[config.mk]
export PLATFORM = sky130hd
export DESIGN_NAME = eeprom_page_commit
export DESIGN_NICKNAME = d
export VERILOG_FILES = /design/src/rtl/pgw_pkg.sv /design/src/rtl/pgw_latch.sv /design/src/rtl/pgw_timer.sv /design/src/rtl/eeprom_page_commit.sv
export SDC_FILE = /design/constraint.sdc
export NUM_CORES = 1
export LEC_CHECK = 0
export BUFFER_PORTS_ARGS = -buffer_cell sky130_fd_sc_hd__buf_2
export CAP_MARGIN = 20
export CELL_PAD_IN_SITES_DETAIL_PLACEMENT = 0
export CELL_PAD_IN_SITES_GLOBAL_PLACEMENT = 1
export CORE_ASPECT_RATIO = 1.75
export CORE_MARGIN = 4
export CORE_UTILIZATION = 49
export DETAILED_ROUTE_END_ITERATION = 12
export PLACE_DENSITY_LB_ADDON = 0.25
export SYNTH_ARGS = -nofsm -noshare
export SYNTH_HDL_FRONTEND = slang
export SYNTH_SLANG_ARGS = --single-unit
[constraint.sdc]
create_clock -name clk -period 2.7 [get_ports clk]
set_clock_uncertainty 0.1 [all_clocks]
set_input_delay 0.27 -clock clk [delete_from_list [all_inputs] [get_ports clk]]
set_output_delay 0.27 -clock clk [all_outputs]
set_load 0.05 [all_outputs]
[src/rtl/pgw_pkg.sv]
package pgw_pkg;

    localparam int unsigned PGW_ADDR_W = 15;
    localparam int unsigned PGW_OFS_W  = 6;
    localparam int unsigned PGW_DATA_W = 8;

    typedef enum logic [1:0] {
        ST_IDLE   = 2'd0,
        ST_FILL   = 2'd1,
        ST_COMMIT = 2'd2
    } pgw_state_e;

    // next slot index inside a page, wrapping at the page size
    function automatic logic [PGW_OFS_W-1:0] slot_next(input logic [PGW_OFS_W-1:0] s);
        return s + 1'b1;
    endfunction

endpackage

[src/rtl/pgw_latch.sv]
module pgw_latch #(
    parameter int unsigned OFS_W  = 6,
    parameter int unsigned DATA_W = 8
) (
    input  logic              clk,
    input  logic              rst,
    input  logic              clr,
    input  logic              wr_en,
    input  logic [OFS_W-1:0]  wr_idx,
    input  logic [DATA_W-1:0] wr_data,
    input  logic [OFS_W-1:0]  rd_idx,
    output logic [DATA_W-1:0] rd_data,
    output logic              rd_valid,
    output logic              any_valid
);
    localparam int unsigned SLOTS = 1 << OFS_W;

    logic [DATA_W-1:0] slot_q [SLOTS];
    logic [SLOTS-1:0]  fill_q;

    always_ff @(posedge clk) begin
        if (rst || clr) begin
            fill_q <= '0;
        end else if (wr_en) begin
            fill_q[wr_idx] <= 1'b1;
        end
    end

    always_ff @(posedge clk) begin
        if (wr_en && !clr) begin
            slot_q[wr_idx] <= wr_data;
        end
    end

    assign rd_data   = slot_q[rd_idx];
    assign rd_valid  = fill_q[rd_idx];
    assign any_valid = |fill_q;
endmodule

[src/rtl/pgw_timer.sv]
module pgw_timer #(
    parameter int unsigned LEN   = 80,
    parameter int unsigned CNT_W = $clog2(LEN + 1)
) (
    input  logic             clk,
    input  logic             rst,
    input  logic             start,
    output logic             running,
    output logic             last,
    output logic [CNT_W-1:0] count
);
    localparam logic [CNT_W-1:0] LAST_VAL = CNT_W'(LEN - 1);

    always_ff @(posedge clk) begin
        if (rst) begin
            running <= 1'b0;
            count   <= '0;
        end else if (start && !running) begin
            running <= 1'b1;
            count   <= '0;
        end else if (running) begin
            if (count == LAST_VAL) begin
                running <= 1'b0;
                count   <= '0;
            end else begin
                count <= count + 1'b1;
            end
        end
    end

    assign last = running && (count == LAST_VAL);
endmodule

[src/rtl/eeprom_page_commit.sv]
module eeprom_page_commit
    import pgw_pkg::*;
#(
    parameter int unsigned ADDR_W      = PGW_ADDR_W,
    parameter int unsigned OFS_W       = PGW_OFS_W,
    parameter int unsigned DATA_W      = PGW_DATA_W,
    parameter int unsigned COMMIT_CLKS = 1250000
) (
    input  logic              clk,
    input  logic              rst,
    input  logic              pg_start,
    input  logic [ADDR_W-1:0] pg_addr,
    input  logic              byte_vld,
    input  logic [DATA_W-1:0] byte_data,
    input  logic              stop_seen,
    input  logic              abort_req,
    output logic              busy,
    output logic              mem_we,
    output logic [ADDR_W-1:0] mem_addr,
    output logic [DATA_W-1:0] mem_data,
    output logic [ADDR_W-1:0] cur_addr
);
    localparam int unsigned BASE_W = ADDR_W - OFS_W;
    localparam int unsigned SLOTS  = 1 << OFS_W;
    localparam int unsigned CNT_W  = $clog2(COMMIT_CLKS + 1);

    pgw_state_e        state_q;
    logic [BASE_W-1:0] base_q;
    logic [OFS_W-1:0]  ptr_q;

    logic              t_start, t_run, t_last;
    logic [CNT_W-1:0]  t_cnt;
    logic              l_clr, l_wr, l_rd_valid, l_any;
    logic [DATA_W-1:0] l_rd_data;
    logic [OFS_W-1:0]  scan_idx;
    logic              scan_on;

    // control decode
    always_comb begin
        t_start = 1'b0;
        l_clr   = 1'b0;
        l_wr    = 1'b0;
        unique case (state_q)
            ST_IDLE: begin
                l_clr = pg_start || abort_req;
            end
            ST_FILL: begin
                if (abort_req) begin
                    l_clr = 1'b1;
                end else if (stop_seen) begin
                    t_start = l_any;
                    l_clr   = !l_any;
                end else if (pg_start) begin
                    l_clr = 1'b1;
                end else begin
                    l_wr = byte_vld;
                end
            end
            ST_COMMIT: begin
                l_clr = t_last;
            end
            default: ;
        endcase
    end

    always_ff @(posedge clk) begin
        if (rst) begin
            state_q <= ST_IDLE;
            base_q  <= '0;
            ptr_q   <= '0;
        end else begin
            unique case (state_q)
                ST_IDLE: begin
                    if (pg_start && !abort_req) begin
                        state_q <= ST_FILL;
                        base_q  <= pg_addr[ADDR_W-1:OFS_W];
                        ptr_q   <= pg_addr[OFS_W-1:0];
                    end
                end
                ST_FILL: begin
                    if (abort_req) begin
                        state_q <= ST_IDLE;
                    end else if (stop_seen) begin
                        state_q <= l_any ? ST_COMMIT : ST_IDLE;
                    end else if (pg_start) begin
                        base_q <= pg_addr[ADDR_W-1:OFS_W];
                        ptr_q  <= pg_addr[OFS_W-1:0];
                    end else if (byte_vld) begin
                        ptr_q <= slot_next(ptr_q);
                    end
                end
                ST_COMMIT: begin
                    if (t_last) begin
                        state_q <= ST_IDLE;
                    end
                end
                default: state_q <= ST_IDLE;
            endcase
        end
    end

    pgw_latch #(
        .OFS_W (OFS_W),
        .DATA_W(DATA_W)
    ) u_latch (
        .clk      (clk),
        .rst      (rst),
        .clr      (l_clr),
        .wr_en    (l_wr),
        .wr_idx   (ptr_q),
        .wr_data  (byte_data),
        .rd_idx   (scan_idx),
        .rd_data  (l_rd_data),
        .rd_valid (l_rd_valid),
        .any_valid(l_any)
    );

    pgw_timer #(
        .LEN  (COMMIT_CLKS),
        .CNT_W(CNT_W)
    ) u_timer (
        .clk    (clk),
        .rst    (rst),
        .start  (t_start),
        .running(t_run),
        .last   (t_last),
        .count  (t_cnt)
    );

    // slot scan runs over the first SLOTS cycles of the commit window
    generate
        if (COMMIT_CLKS >= SLOTS) begin : g_scan_fit
            assign scan_on = t_run && (t_cnt < CNT_W'(SLOTS));
        end else begin : g_scan_short
            assign scan_on = t_run;
        end
    endgenerate

    assign scan_idx = t_cnt[OFS_W-1:0];
    assign busy     = (state_q == ST_COMMIT);
    assign mem_we   = busy && scan_on && l_rd_valid;
    assign mem_addr = {base_q, scan_idx};
    assign mem_data = l_rd_data;
    assign cur_addr = {base_q, ptr_q};
endmodule

Word-level counts from Yosys, hierarchy flattened
Memories as Yosys holds them, arrays and structs flattened. A register that Yosys moved wholly into a read port is not among the register bits.
Cells that the tools add are included.
Word-level totals
  register bits: 103
  latch bits: 0
  bits in writable memories: 512
  bits in read-only memories: 0
  bits of input ports: 29
  output and inout bits: 40
  memories kept: 1
Cells by class
  add/subtract/negate cells: 2
  $mul: 0
  div/mod/pow operators: 0
  order comparisons: 4
  eq/ne operators: 10
  shift operators: 0
  mux-type cells: 40
  bitwise logic cells: 1
  reduce and logical (&&, ||, !) cells: 21
Memories
  u_latch.slot_q: depth 64, bits a word 8, rd ports 1, clocked after Yosys merged registers in 1, write ports 1, RTL line pgw_latch.sv:18  | logic [DATA_W-1:0] slot_q [SLOTS];
Operators by type and width (number)
  bitwise OR 64 bit: 1
  OR reduction 64 bit: 1
  2-to-1 mux 6 bit: 7
  2-to-1 mux 9 bit: 4
  adder 21 x 1 -> 21 bit, second input constant: 1
  equality test 21 bit, second input constant: 1
  < comparator 21 x 7 -> 1 bit, second input constant: 1
  2-to-1 mux 21 bit: 1
  one-hot mux 9 bit (2 select lines): 1
  2-to-1 mux 1 bit: 17
  < comparator 6 x 7 -> 1 bit, second input constant: 2
  one-hot mux 6 bit (2 select lines): 1
  2-to-1 mux 2 bit: 5
  AND reduction 5 bit: 2
  logical AND 1 bit: 8
  inequality test 2 bit, second input constant: 4
  adder 6 x 1 -> 6 bit, second input constant: 1
  binary-select mux 1 bit (select 6 bit): 1
  demux 1 bit (select 6 bit): 1
  >= comparator 6 x 1 -> 1 bit, second input constant: 1
  inequality test 3 bit, second input constant: 2
  one-hot mux 2 bit (3 select lines): 1
  zero test 1 bit: 4
  one-hot mux 1 bit (3 select lines): 1
  other kinds (8): 9

Logic depth before layout (Yosys ltp)
  word-level depth: 9
  mapped depth: 7

Modules after synthesis
From an unflattened synthesis, not the netlist that was laid out.
Unflattened totals
  cell total of the unflattened synthesis: 1460
  area total of the unflattened synthesis: 24868.9 um^2
Modules (own cells, without submodules)
  pgw_latch: times used 1, cells an instance 1195, area each 22701.8 um^2, seq. area each 16656.0 um^2
  pgw_timer: times used 1, cells an instance 141, area each 1168.6 um^2, seq. area each 440.4 um^2
  eeprom_page_commit: times used 1, cells an instance 124, area each 998.5 um^2, seq. area each 340.3 um^2

Worst setup path before layout
Ideal clock, no wire load.
  kind: flip-flop to output port
  from: reg state_q[0]
  to: out mem_we
  data arrival time: 2.774 ns
  required time: 2.330 ns
  setup slack: -0.444 ns
  stages on the path, launching flop included: 6
  path buffers: 1
  cell sequence: dfxtp_1 clkbuf_1 nor2b_1 nand4_1 o21bai_1 a311oi_1
Between the ends
  longest elaborated chain between the ends: 3
RTL lines
  start: declaration: RTL line eeprom_page_commit.sv:27  | pgw_state_e state_q;
  start signal: assignment: RTL line eeprom_page_commit.sv:84  | state_q <= l_any ? ST_COMMIT : ST_IDLE;
  equality test 2 bit: RTL line eeprom_page_commit.sv:140  | assign busy = (state_q == ST_COMMIT);
  net busy: RTL line eeprom_page_commit.sv:17  | output logic busy,
  logical AND 1 bit (2 in a row): RTL line eeprom_page_commit.sv:141  | assign mem_we = busy && scan_on && l_rd_valid;
  end: declaration: RTL line eeprom_page_commit.sv:18  | output logic mem_we,
The timed path passes the listed nets, and every way through them passes these cells.

==> results.md <==
- Global-route wire length before repair: ~94000 um
- Period utilisation layout: 125%
- CP arrival: 3.01 ns
- Largest net degree at the start of global routing: between 80 and 90
- Design Area, Final: 29600 um2
- Routed len/inst: between 20 and 30 um
- Die span in x: between 150 and 200 um
- Congestion Overflow GR: 0
- Synth unique cells: 53
- Leakage dissipation: 9.47 nW
- ANT nets after route: 0
- Setup CP Type: flip-flop to output pin
- Area share of the largest cell type after synthesis: between 60% and 70%
- 1st-iter DRT viols: slightly below 1000
- Via Count: roughly 14000
- Crit Reg-Reg Startpoint: u_latch.fill_q[55]
- GRT Resource Usage Total: 23.2%
- # diodes: 0
- Initial antenna violation count: 0
- Remaining DRCs: 0
- CTS H-tree depth: 2
- Most frequent cells in the layout: edfxtp_1 (512), buf_4 (150), mux4_2 (141), nor2_1 (105), dfxtp_1 (103)
- Max IR drop VDD: between 0.5 and 0.6 mV
- Synthesized flop and latch total: 621
- Clk slew on worst S/H paths: 0.07 ns
- Most used DFF post-synth: edfxtp_1
- CTS tree: yes
- Clk root buf: clkbuf_16
- Critical Path RT: about 2.3 ns
- Worst skew pair latency: 0.58 ns
- Max cap viols: 0
- TritonCTS Buffers: 54
- Largest cells by area after synthesis: edfxtp_1 (62%), mux4_2 (13%), dfxtp_1 (8.8%), mux2i_1 (3.1%), nor4_1 (2.0%)
- Final hold vios: 0
- Setup violations, final: 9
- Syn Nets: between 1000 and 1500
- Placed Instances: approximately 2200
- Hpwl dp: 42300 um
- Period minus WS final: roughly 3.4 ns
- Starting density of the core: just under 50%
- Post-DP Area: about 27000 um2
- Syn Area/Cell: 17.3 um2
- Commonest non-fill, non-tap cell in the layout: edfxtp_1
- Non-filler cells, final: roughly 2400
- Largest area contributor in the netlist: edfxtp_1
- RSZ-0062 raised after global routing: yes
- Drt first pass iters: 6
- Syn. warnings: 0
- Worst hold path class: primary input to flip-flop
- Synthesized area: approximately 25000 um2
- Clk buf depth: 3
- Area Overhead vs Synth: 18.8%
- Fin. max-slew vios: 0
- Post-Syn Instances: about 1400
- Final setup margin: -0.685 ns
- Setup slack at placement: -0.268 ns
- Final Util: between 50% and 60%
- Seq/Total Area, Yosys: 70.4%
- Nets: between 1500 and 2000
- CORE AREA: between 50000 and 60000 um2
- Slew HR: a little over a third
- Die Area: 54700 um2
- Power Density: ~630 nW/um2
- Clock Sinks: 621
- GPL Wtd Cong: approximately 0.86
- Number of global-route vias before repair: approximately 15000
- Ports placed on the boundary: 69
- Post-synth EDFFs: roughly 510
- Crit start category: flip-flop
- Share of cells above drive strength 1: a little under a third
- Port Buffers: 68
- Fillcell total: ~3900
- Routed wire length: a little over 60000 um
- Vias/cell: between 5 and 6
- Row cnt: 109
- Die height: between 300 and 400 um
- Async SR Flop Fraction: 0%
- Highest clock rate: 295 MHz
- Status: finished, violations left
- Hold path startpoint: byte_data[3]
- Worst Path Max Fanout: 8
- Failing checks: negative setup slack
- CP Capture Type: output pin
- Sum Neg Setup Slack: -5.31 ns
- Reg-to-reg slack, setup: ~0.11 ns
- Actual slew at the worst max-slew pin: around 0.96 ns
flip-flops by register name (all words and copies together) (netlist names), named ones only:
signal	flops
u_latch.slot_q	512
u_latch.fill_q	64
u_timer.count	21
base_q	9
ptr_q	6
state_q	2
u_timer.running	1
cells by family (layout without fill, tap and decap cells):
kind of cell	after synthesis	after routing	synth area share, %
AND/OR/NAND/NOR	337	337	7.20
flip-flops	621	621	70.4
buffers and inverters	111	378	2.25
multiplexers	222	222	16.2
AO/OA/AOI/OAI	132	132	3.16
XOR/XNOR	19	19	0.668
adder cells (fa/ha/maj)	2	2	0.100
synthesized netlist by cell type, types with 6 or more instances:
cell type  instances
buf_6              7
clkbuf_1          49
nor4_2             6
nor4_1            80
mux2i_1           78
mux4_2           141
and2_1             7
buf_2             20
buf_1             15
xor2_1            14
or4_1              9
o22ai_1           32
edfxtp_1         512
buf_4             16
dfxtp_1          109
nand4_1           16
and3_1             6
o21ai_0            7
nand2_1           34
nor3_1            30
nor2_1           105
a21oi_1           69
nand3_1           14
what timing repair did:
item | 4_1_cts | 5_1_grt
buffers inserted | 2 | 7
resized for setup | 44 | 21
hold buffers | 20 | 0
pin swaps | 0 | 2
setup endpoints to repair | 9 | 9
hold endpoints to repair | 26 | 0
gates cloned | 2 | 1
per-stage QoR:
stage	hold WS, ns	power [mW]
finish	0.0528	18.7
global route	0.0396	19.3
CTS	0.00730	18.9
detailed placement	0.407	11.1
global placement	0.402	11.1
floorplan	0.269	10.8
routing by layer:
layer / vias to the layer above / global-route usage (%) / part of all wire (%)
met1: 7243 / 27.6 / 37
li1: 6271 / - / -
met3: 127 / 2.31 / 3.4
met2: 368 / 42.4 / 55
met5: - / 0 / 0
met4: 0 / 9.92 / 4.7
final timing paths:
| check | end | cells after the start |
|---|---|---|
| min reg2reg | u_latch.fill_q[60] | 2 |
| min | u_latch.slot_q[1][3] | 1 |
| max | mem_data[4] | 8 |
| max reg2reg | u_latch.fill_q[53] | 6 |
power breakdown:
part	switching [mW]	leakage (nW)	internal (mW)
logic	0.379	3.12	0.126
clock network	3.44	0.872	4.36
registers	0.0239	5.48	10.4
worst max-delay path, stage by stage (launching register included):
cell     delay [ns]
dfxtp_4        0.43
buf_8          0.15
buf_12         0.15
mux4_2         0.53
mux2i_1        0.20
buf_4          0.17
o22ai_4        0.08
or4_4          0.53
buf_8          0.17
area by class of cell:
| cell class | count | area [um2] | share of cell area, % |
|---|---|---|---|
| Multi-Input combinational cell | 712 | 6990 | 23.6 |
| Clock inverter | 37 | 332 | 1.12 |
| Clock buffer | 64 | 1460 | 4.94 |
| Sequential cell | 621 | 17600 | 59.3 |
| Inverter | 3 | 11.3 | 0.0380 |
| Timing Repair Buffer | 274 | 2420 | 8.18 |
| Tap cell | 666 | 833 | 2.81 |
(Power assumes the default switching activity.)
